$ cat src/rtl/srf_pkg.sv
package srf_pkg;
  localparam int NCH = 2;
  localparam int DW = 8;
  localparam int AW = 4;
  localparam int NREG = 1 << AW;
  localparam logic [AW-1:0] ADDR_VEC = 4'd2;
  localparam logic [AW-1:0] ADDR_OPT = 4'd7;
  localparam logic [AW-1:0] ADDR_TXRX = 4'd8;
  localparam logic [AW-1:0] ADDR_MIC = 4'd9;

  typedef struct packed {
    logic regWr;
    logic rdEn;
    logic ch;
    logic [AW-1:0] addr;
    logic [NCH-1:0] chClr;
  } srf_strobe_t;
endpackage

$ cat src/rtl/srf_ctrl.sv
module srf_ctrl
  import srf_pkg::*;
(
  input  logic clk,
  input  logic rstN,
  input  logic busCh,
  input  logic busSel,
  input  logic busWr,
  input  logic busRd,
  input  logic [DW-1:0] busWdata,
  output srf_strobe_t stb,
  output logic cmdValid,
  output logic [2:0] cmdCode,
  output logic crcValid,
  output logic [1:0] crcCode,
  output logic txValid,
  output logic [DW-1:0] txData,
  output logic [NCH-1:0] chanReset,
  output logic hwReset
);
  logic [NCH-1:0][AW-1:0] ptr;
  logic [AW-1:0] curPtr;
  logic stepTwo, reg0Wr, wrStep, micWr;
  logic [2:0] cmdField;

  always_comb begin
    curPtr   = ptr[busCh];
    stepTwo  = !busSel && (busWr || busRd) && (curPtr != '0);
    reg0Wr   = !busSel && busWr && (curPtr == '0);
    wrStep   = stepTwo && busWr;
    cmdField = busWdata[5:3];
    micWr    = wrStep && (curPtr == ADDR_MIC);

    stb.regWr = wrStep;
    stb.rdEn  = busRd && !busWr;
    stb.ch    = busCh;
    stb.addr  = busSel ? ADDR_TXRX : curPtr;

    cmdValid  = reg0Wr && (cmdField >= 3'd2);
    cmdCode   = cmdValid ? cmdField : 3'd0;
    crcValid  = reg0Wr && (busWdata[7:6] != 2'b00);
    crcCode   = crcValid ? busWdata[7:6] : 2'b00;
    txValid   = busWr && (busSel || (stepTwo && curPtr == ADDR_TXRX));
    txData    = txValid ? busWdata : '0;
    chanReset = micWr ? busWdata[7:6] : '0;
    hwReset   = &chanReset;
    stb.chClr = chanReset;
  end

  always_ff @(posedge clk) begin
    for (int c = 0; c < NCH; c++) begin
      if (!rstN) ptr[c] <= '0;
      else if (chanReset[c]) ptr[c] <= '0;
      else if (busCh == c[0]) begin
        if (reg0Wr) ptr[c] <= {cmdField == 3'd1, busWdata[2:0]};
        else if (stepTwo) ptr[c] <= '0;
      end
    end
  end

  // the second step returns the pointer to zero
  a_r2_ptr_return_a: assert property (@(posedge clk) disable iff (!rstN)
    (stepTwo && !busCh) |=> (ptr[0] == '0));
  a_r2_ptr_return_b: assert property (@(posedge clk) disable iff (!rstN)
    (stepTwo && busCh) |=> (ptr[1] == '0));
  // a channel reset clears that channel's pointer
  a_r6_reset_clears_ptr: assert property (@(posedge clk) disable iff (!rstN)
    chanReset[1] |=> (ptr[1] == '0));
  // a transmit pulse never coincides with a register-0 command
  a_r3_tx_excludes_cmd: assert property (@(posedge clk) disable iff (!rstN)
    txValid |-> !(cmdValid || crcValid));
endmodule

$ cat src/rtl/srf_datapath.sv
module srf_datapath
  import srf_pkg::*;
(
  input  logic clk,
  input  logic rstN,
  input  srf_strobe_t stb,
  input  logic [DW-1:0] wdata,
  input  logic [NCH*DW-1:0] rr0In,
  input  logic [NCH*DW-1:0] rr1In,
  input  logic [NCH*DW-1:0] rr10In,
  input  logic [NCH*DW-1:0] rxIn,
  input  logic [5:0] intPend,
  input  logic [2:0] vecStat,
  output logic [DW-1:0] rdData,
  output logic [DW-1:0] masterCfg
);
  logic [DW-1:0] vecReg, micReg;
  logic [NCH-1:0][DW-1:0] chRd;

  always_ff @(posedge clk) begin
    if (!rstN || (&stb.chClr)) vecReg <= '0;
    else if (stb.regWr && stb.addr == ADDR_VEC) vecReg <= wdata;
  end

  always_ff @(posedge clk) begin
    if (!rstN) micReg <= '0;
    else if (stb.regWr && stb.addr == ADDR_MIC) micReg <= {2'b00, wdata[5:0]};
  end

  assign masterCfg = micReg;

  for (genvar c = 0; c < NCH; c++) begin : gChan
    logic [DW-1:0] regs [NREG];
    logic [DW-1:0] optReg;
    logic extEn, hit;
    assign extEn = optReg[6];
    assign hit   = stb.regWr && (stb.ch == c[0]);

    always_ff @(posedge clk) begin
      if (!rstN || stb.chClr[c]) begin
        for (int i = 0; i < NREG; i++) regs[i] <= '0;
        optReg <= '0;
      end else if (hit) begin
        if (stb.addr == ADDR_OPT && regs[15][0]) optReg <= wdata;
        else if (stb.addr != ADDR_VEC && stb.addr != ADDR_TXRX && stb.addr != ADDR_MIC)
          regs[stb.addr] <= wdata;
      end
    end

    always_comb begin
      case (stb.addr)
        4'd0:  chRd[c] = rr0In[c*DW +: DW];
        4'd1:  chRd[c] = rr1In[c*DW +: DW];
        4'd2:  chRd[c] = (c == 0) ? vecReg : {vecReg[7:4], vecStat, vecReg[0]};
        4'd3:  chRd[c] = (c == 0) ? {2'b00, intPend} : '0;
        4'd4:  chRd[c] = extEn ? regs[4] : '0;
        4'd5:  chRd[c] = extEn ? regs[5] : '0;
        4'd8:  chRd[c] = rxIn[c*DW +: DW];
        4'd9:  chRd[c] = extEn ? regs[3] : '0;
        4'd10: chRd[c] = rr10In[c*DW +: DW];
        4'd11: chRd[c] = extEn ? regs[10] : '0;
        4'd12, 4'd13, 4'd15: chRd[c] = regs[stb.addr];
        default: chRd[c] = '0;
      endcase
    end

    // a channel reset leaves that channel's registers cleared
    a_r6_clear_regs: assert property (@(posedge clk) disable iff (!rstN)
      stb.chClr[c] |=> (regs[15] == '0 && optReg == '0));
  end

  assign rdData = stb.rdEn ? chRd[stb.ch] : '0;

  // channel B never shows interrupt-pending bits
  a_r10_rr3_b_zero: assert property (@(posedge clk) disable iff (!rstN)
    (stb.rdEn && stb.ch && stb.addr == 4'd3) |-> (rdData == '0));
  // the shared register never holds the reset bits
  a_r5_mic_no_reset_bits: assert property (@(posedge clk) disable iff (!rstN)
    (stb.regWr && stb.addr == ADDR_MIC) |=> (masterCfg[7:6] == 2'b00));
endmodule

$ cat src/rtl/serial_regfile.sv
module serial_regfile
  import srf_pkg::*;
(
  input  logic clk,
  input  logic rstN,
  input  logic busCh,
  input  logic busSel,
  input  logic busWr,
  input  logic busRd,
  input  logic [7:0] busWdata,
  output logic [7:0] busRdata,
  input  logic [15:0] rr0In,
  input  logic [15:0] rr1In,
  input  logic [15:0] rr10In,
  input  logic [15:0] rxIn,
  input  logic [5:0] intPend,
  input  logic [2:0] vecStat,
  output logic cmdValid,
  output logic [2:0] cmdCode,
  output logic crcValid,
  output logic [1:0] crcCode,
  output logic txValid,
  output logic [7:0] txData,
  output logic [1:0] chanReset,
  output logic hwReset,
  output logic [7:0] masterCfg
);
  srf_strobe_t stb;

  srf_ctrl uCtrl (
    .clk(clk), .rstN(rstN), .busCh(busCh), .busSel(busSel), .busWr(busWr),
    .busRd(busRd), .busWdata(busWdata), .stb(stb), .cmdValid(cmdValid),
    .cmdCode(cmdCode), .crcValid(crcValid), .crcCode(crcCode),
    .txValid(txValid), .txData(txData), .chanReset(chanReset), .hwReset(hwReset)
  );

  srf_datapath uData (
    .clk(clk), .rstN(rstN), .stb(stb), .wdata(busWdata), .rr0In(rr0In),
    .rr1In(rr1In), .rr10In(rr10In), .rxIn(rxIn), .intPend(intPend),
    .vecStat(vecStat), .rdData(busRdata), .masterCfg(masterCfg)
  );
endmodule

$ cat config.mk
export PLATFORM = sky130hd
export DESIGN_NAME = serial_regfile
export DESIGN_NICKNAME = d
export VERILOG_FILES = /design/src/rtl/srf_pkg.sv /design/src/rtl/srf_ctrl.sv /design/src/rtl/srf_datapath.sv /design/src/rtl/serial_regfile.sv
export SDC_FILE = /design/constraint.sdc
export NUM_CORES = 1
export LEC_CHECK = 0
export ABC_CLOCK_PERIOD_IN_PS = 3190
export BUFFER_PORTS_ARGS = -buffer_cell sky130_fd_sc_hd__buf_2
export CORE_ASPECT_RATIO = 0.6
export CORE_MARGIN = 5
export CORE_UTILIZATION = 40
export DETAILED_ROUTE_END_ITERATION = 6
export HOLD_SLACK_MARGIN = 0.15
export PLACE_DENSITY = 0.66
export SLEW_MARGIN = 20
export SYNTH_ARGS = -nofsm -noshare
export SYNTH_HDL_FRONTEND = slang
export SYNTH_SLANG_ARGS = --single-unit
$ cat constraint.sdc
create_clock -name clk -period 3.19 [get_ports clk]
set_clock_uncertainty 0.1 [all_clocks]
set_input_delay 0.319 -clock clk [delete_from_list [all_inputs] [get_ports clk]]
set_output_delay 0.319 -clock clk [all_outputs]
set_load 0.01 [all_outputs]
==> results.py <==
metrics = {
    "setup_path": {
        "start_kind": "flip-flop",
        "crit_path_end_kind": "primary output",
        "critPathArrivalTime_ps": 3130,
        "critPathRequiredTime_ps": 2770,
        "worstPathMaxFanout": 4,
        "r2r_end": "uData.gChan[1].regs[10][6]",
        "crit_type": "reg -> out",
        "r2r_setup_slack_ps": 80,
        "crit_start": "uCtrl.ptr[4]",
        "r2r-start": "uCtrl.ptr[7]",
        "reg2regPathDepth": 8,
    },
    "clock_tree": {
        "cts_tree": "done",
        "hold_buffers": 0,
        "clkLatencyLatePin_ps": 430,
        "ctsHtreeMaxLevel": 4,
        "clk_pin_slew_ps": 60,
        "numCtsBuffers": 17,
        "cts_buffer_depth": 2,
        "clkSinkCount": 149,
        "cts-root-buf": "clkbuf_16",
    },
    "synth": {
        "synthesis.instances": 764,
        "synth.cell_area_sq_um": 8039,
        "synth_cell_types": 71,
        "ys.flop_type": "edfxtp_1",
        "syn_avg_cell_area_sq_um": 10.52,
        "synth_edf_count": 125,
        "synth-seq-cells": 149,
        "yosysSeqAreaShare": 0.5267,
        "async_reset_ff_frac": 0,
        "synth_warnings": 0,
    },
    "power_and_ir_drop": {
        "p_leak_nw": 4.329,
        "peakVddDrop_v": 0.0003838,
        "power_density_nw_per_um2": 469.4,
    },
    "drt": {
        "wirelength_mm": 32.10,
        "dr.pass1.iters": 7,
        "via_per_inst": 6.225,
        "drtIter0Drc": 1365,
        "drc": 1,
        "dr_total_vias": 7482,
        "wire_per_inst_um": 26.70,
        "drtAntennaViolNets": 0,
    },
    "timing": {
        "fin_crit_sh": 1.113,
        "tightestPinTransition_ps": 766.9,
        "setup_tns_ps": -1477,
        "min_period_ps": 3552,
        "max_slew_margin": 0.4887,
        "grt_setup_unrepaired": "true",
        "whs_ps": 162.5,
        "max_clock_freq_mhz": 281.5,
        "hold_violations": 0,
        "slew_violations": 0,
        "finalSetupViolCount": 9,
        "fin_ws_ps": -361.9,
    },
    "global_route": {
        "grt_pass1_vias": 7124,
        "grt_pass1_wl_mm": 46.60,
        "track_usage": 0.2750,
        "grt_start_max_net_pins": 29,
        "antenna_found_initial": 2,
        "overflow": 0,
    },
    "floorplanning": {
        "die_w_um": 193.0,
        "pin_count": 122,
        "dieArea_sq_um": 23130,
        "row_count": 40,
        "fp.coreArea_sq_um": 19870,
        "die_h_um": 119.8,
        "start_util": 0.4046,
    },
    "min_path": {
        "min_to": "uData.masterCfg[5]",
        "hold_class": "in -> reg",
        "holdPathStages": 2,
        "hp-start": "rstN",
    },
    "outcome": {
        "failed_checks": "DRC, setup timing",
        "outcome": "finished with violations",
    },
    "final_layout": {
        "post-route-util": 0.5170,
        "nNetsFinal": 1004,
        "syn_to_final_growth_pct": 27.78,
        "final.fill_count": 1797,
        "fin_area_sq_um": 10270,
        "final_cells": 1202,
        "diodes": 0,
        "drive_gt1_frac": 0.3089,
    },
    "place": {
        "dp_hpwl_mm": 23.16,
        "globalplace.congestion": 1.000,
        "place_inst": 1163,
        "place_area_sq_um": 9459,
        "portBuffers": 119,
    },
    "job": {
        "cap_viol_max_count": 0,
    },
}
placed cells by master (no fill, tap or decap), drive strengths merged, types with 9 or more instances in the layout:
cell type	netlist	routed
a211oi	12	12
a21o	18	18
a21oi	21	21
a22o	10	10
a22oi	38	38
and2	17	17
and3	72	72
buf	32	220
clkbuf	61	17
dfxtp	24	24
edfxtp	125	125
inv	17	17
mux2i	17	17
nand2	28	28
nor2	61	61
nor3	17	17
nor4	23	23
o211ai	9	9
o21ai	36	36
o22a	9	9
o22ai	9	9
state kept, by name (all words and copies together) (netlist names):
signal              count
uCtrl.ptr               8
uData.gChan.optReg      2
uData.gChan.regs      125
uData.masterCfg         6
uData.vecReg            8
layout make-up:
class	instances	area [sq um]	share of cell area
sequential	149	4257	0.4144
timing repair buffer	220	1524	0.1484
clock buffer	17	425.4	0.04141
tap	273	341.6	0.03325
clock inverter	14	186.4	0.01815
multi-input combinational	510	3467	0.3375
inverter	19	71.32	0.006943
how the worst max path moves through the flow:
| stage | endpoint | slack (ps) | cells past startpoint |
|---|---|---|---|
| detailed placement | busRdata[7] | -350 | 10 |
| global placement | busRdata[7] | -380 | 10 |
| CTS | busRdata[7] | -320 | 9 |
| finish | busRdata[7] | -360 | 9 |
| global route | busRdata[7] | -370 | 9 |
| floorplan | uData.gChan[0].regs[13][0] | 100 | 9 |
per-layer routing:
layer  vias to the layer above  share of wire  track usage
met1                      3625           0.44       0.4189
met4                         4          0.015      0.04686
met2                       554           0.39       0.3660
met5                         -         0.0012            0
li1                       3245              -            -
met3                        54           0.15       0.1151
critical path: stages, from the launching register on:
cell and delay [ps]:
dfxtp_4 360, buf_6 120, nor4bb_4 150, o22a_4 270, buf_12 130, a222oi_1 670, o221ai_1 290, nor4b_2 440
nor3_2 100, buf_2 170
cell families after synthesis:
logic type | count (synthesis) | synth area share
other | 1 | 0.0004665
buffers and inverters | 112 | 0.05977
multiplexers | 17 | 0.02117
AO/OA/AOI/OAI | 213 | 0.1975
flip-flops | 149 | 0.5267
AND/OR/NAND/NOR | 272 | 0.1944
where the power goes:
part | leakage [nW] | switching [mW] | internal, mW
Clock | 0.278 | 0.835 | 1.30
Combinational | 2.57 | 0.311 | 0.182
Sequential | 1.49 | 0.0344 | 2.16
cells in the mapped netlist, types with 9 or more instances:
| cell type | count | area (sq um) |
|---|---|---|
| dfxtp_1 | 24 | 480.5 |
| a21oi_1 | 21 | 105.1 |
| and2_1 | 17 | 106.4 |
| edfxtp_1 | 125 | 3754 |
| o21ai_0 | 36 | 180.2 |
| mux2i_1 | 17 | 170.2 |
| inv_1 | 16 | 60.06 |
| a22o_1 | 10 | 87.58 |
| buf_2 | 24 | 120.1 |
| nor3_1 | 16 | 80.08 |
| o22a_1 | 9 | 78.83 |
| nor4_1 | 20 | 125.1 |
| clkbuf_1 | 61 | 229.0 |
| nand2_1 | 28 | 105.1 |
| a211oi_1 | 11 | 82.58 |
| and3_1 | 72 | 450.4 |
| a21o_1 | 17 | 127.6 |
| a22oi_1 | 38 | 285.3 |
| o22ai_1 | 9 | 56.30 |
| o211ai_1 | 9 | 67.56 |
| nor2_1 | 60 | 225.2 |
stage by stage:
stage | worst slack, ps | power (mW)
6_report | -361.9 | 4.822
5_1_grt | -372.9 | 4.943
4_1_cts | -321.0 | 4.804
3_5_place_dp | -353.8 | 2.697
3_3_place_gp | -382.8 | 2.696
2_1_floorplan | 101.7 | 2.436
timing repair:
action / CTS / global route
pin swaps: 6 / 4
endpoints found under the setup margin: 8 / 11
buffers inserted: 10 / 1
gates resized for setup: 31 / 5
Power figures use the tool's default switching activity.
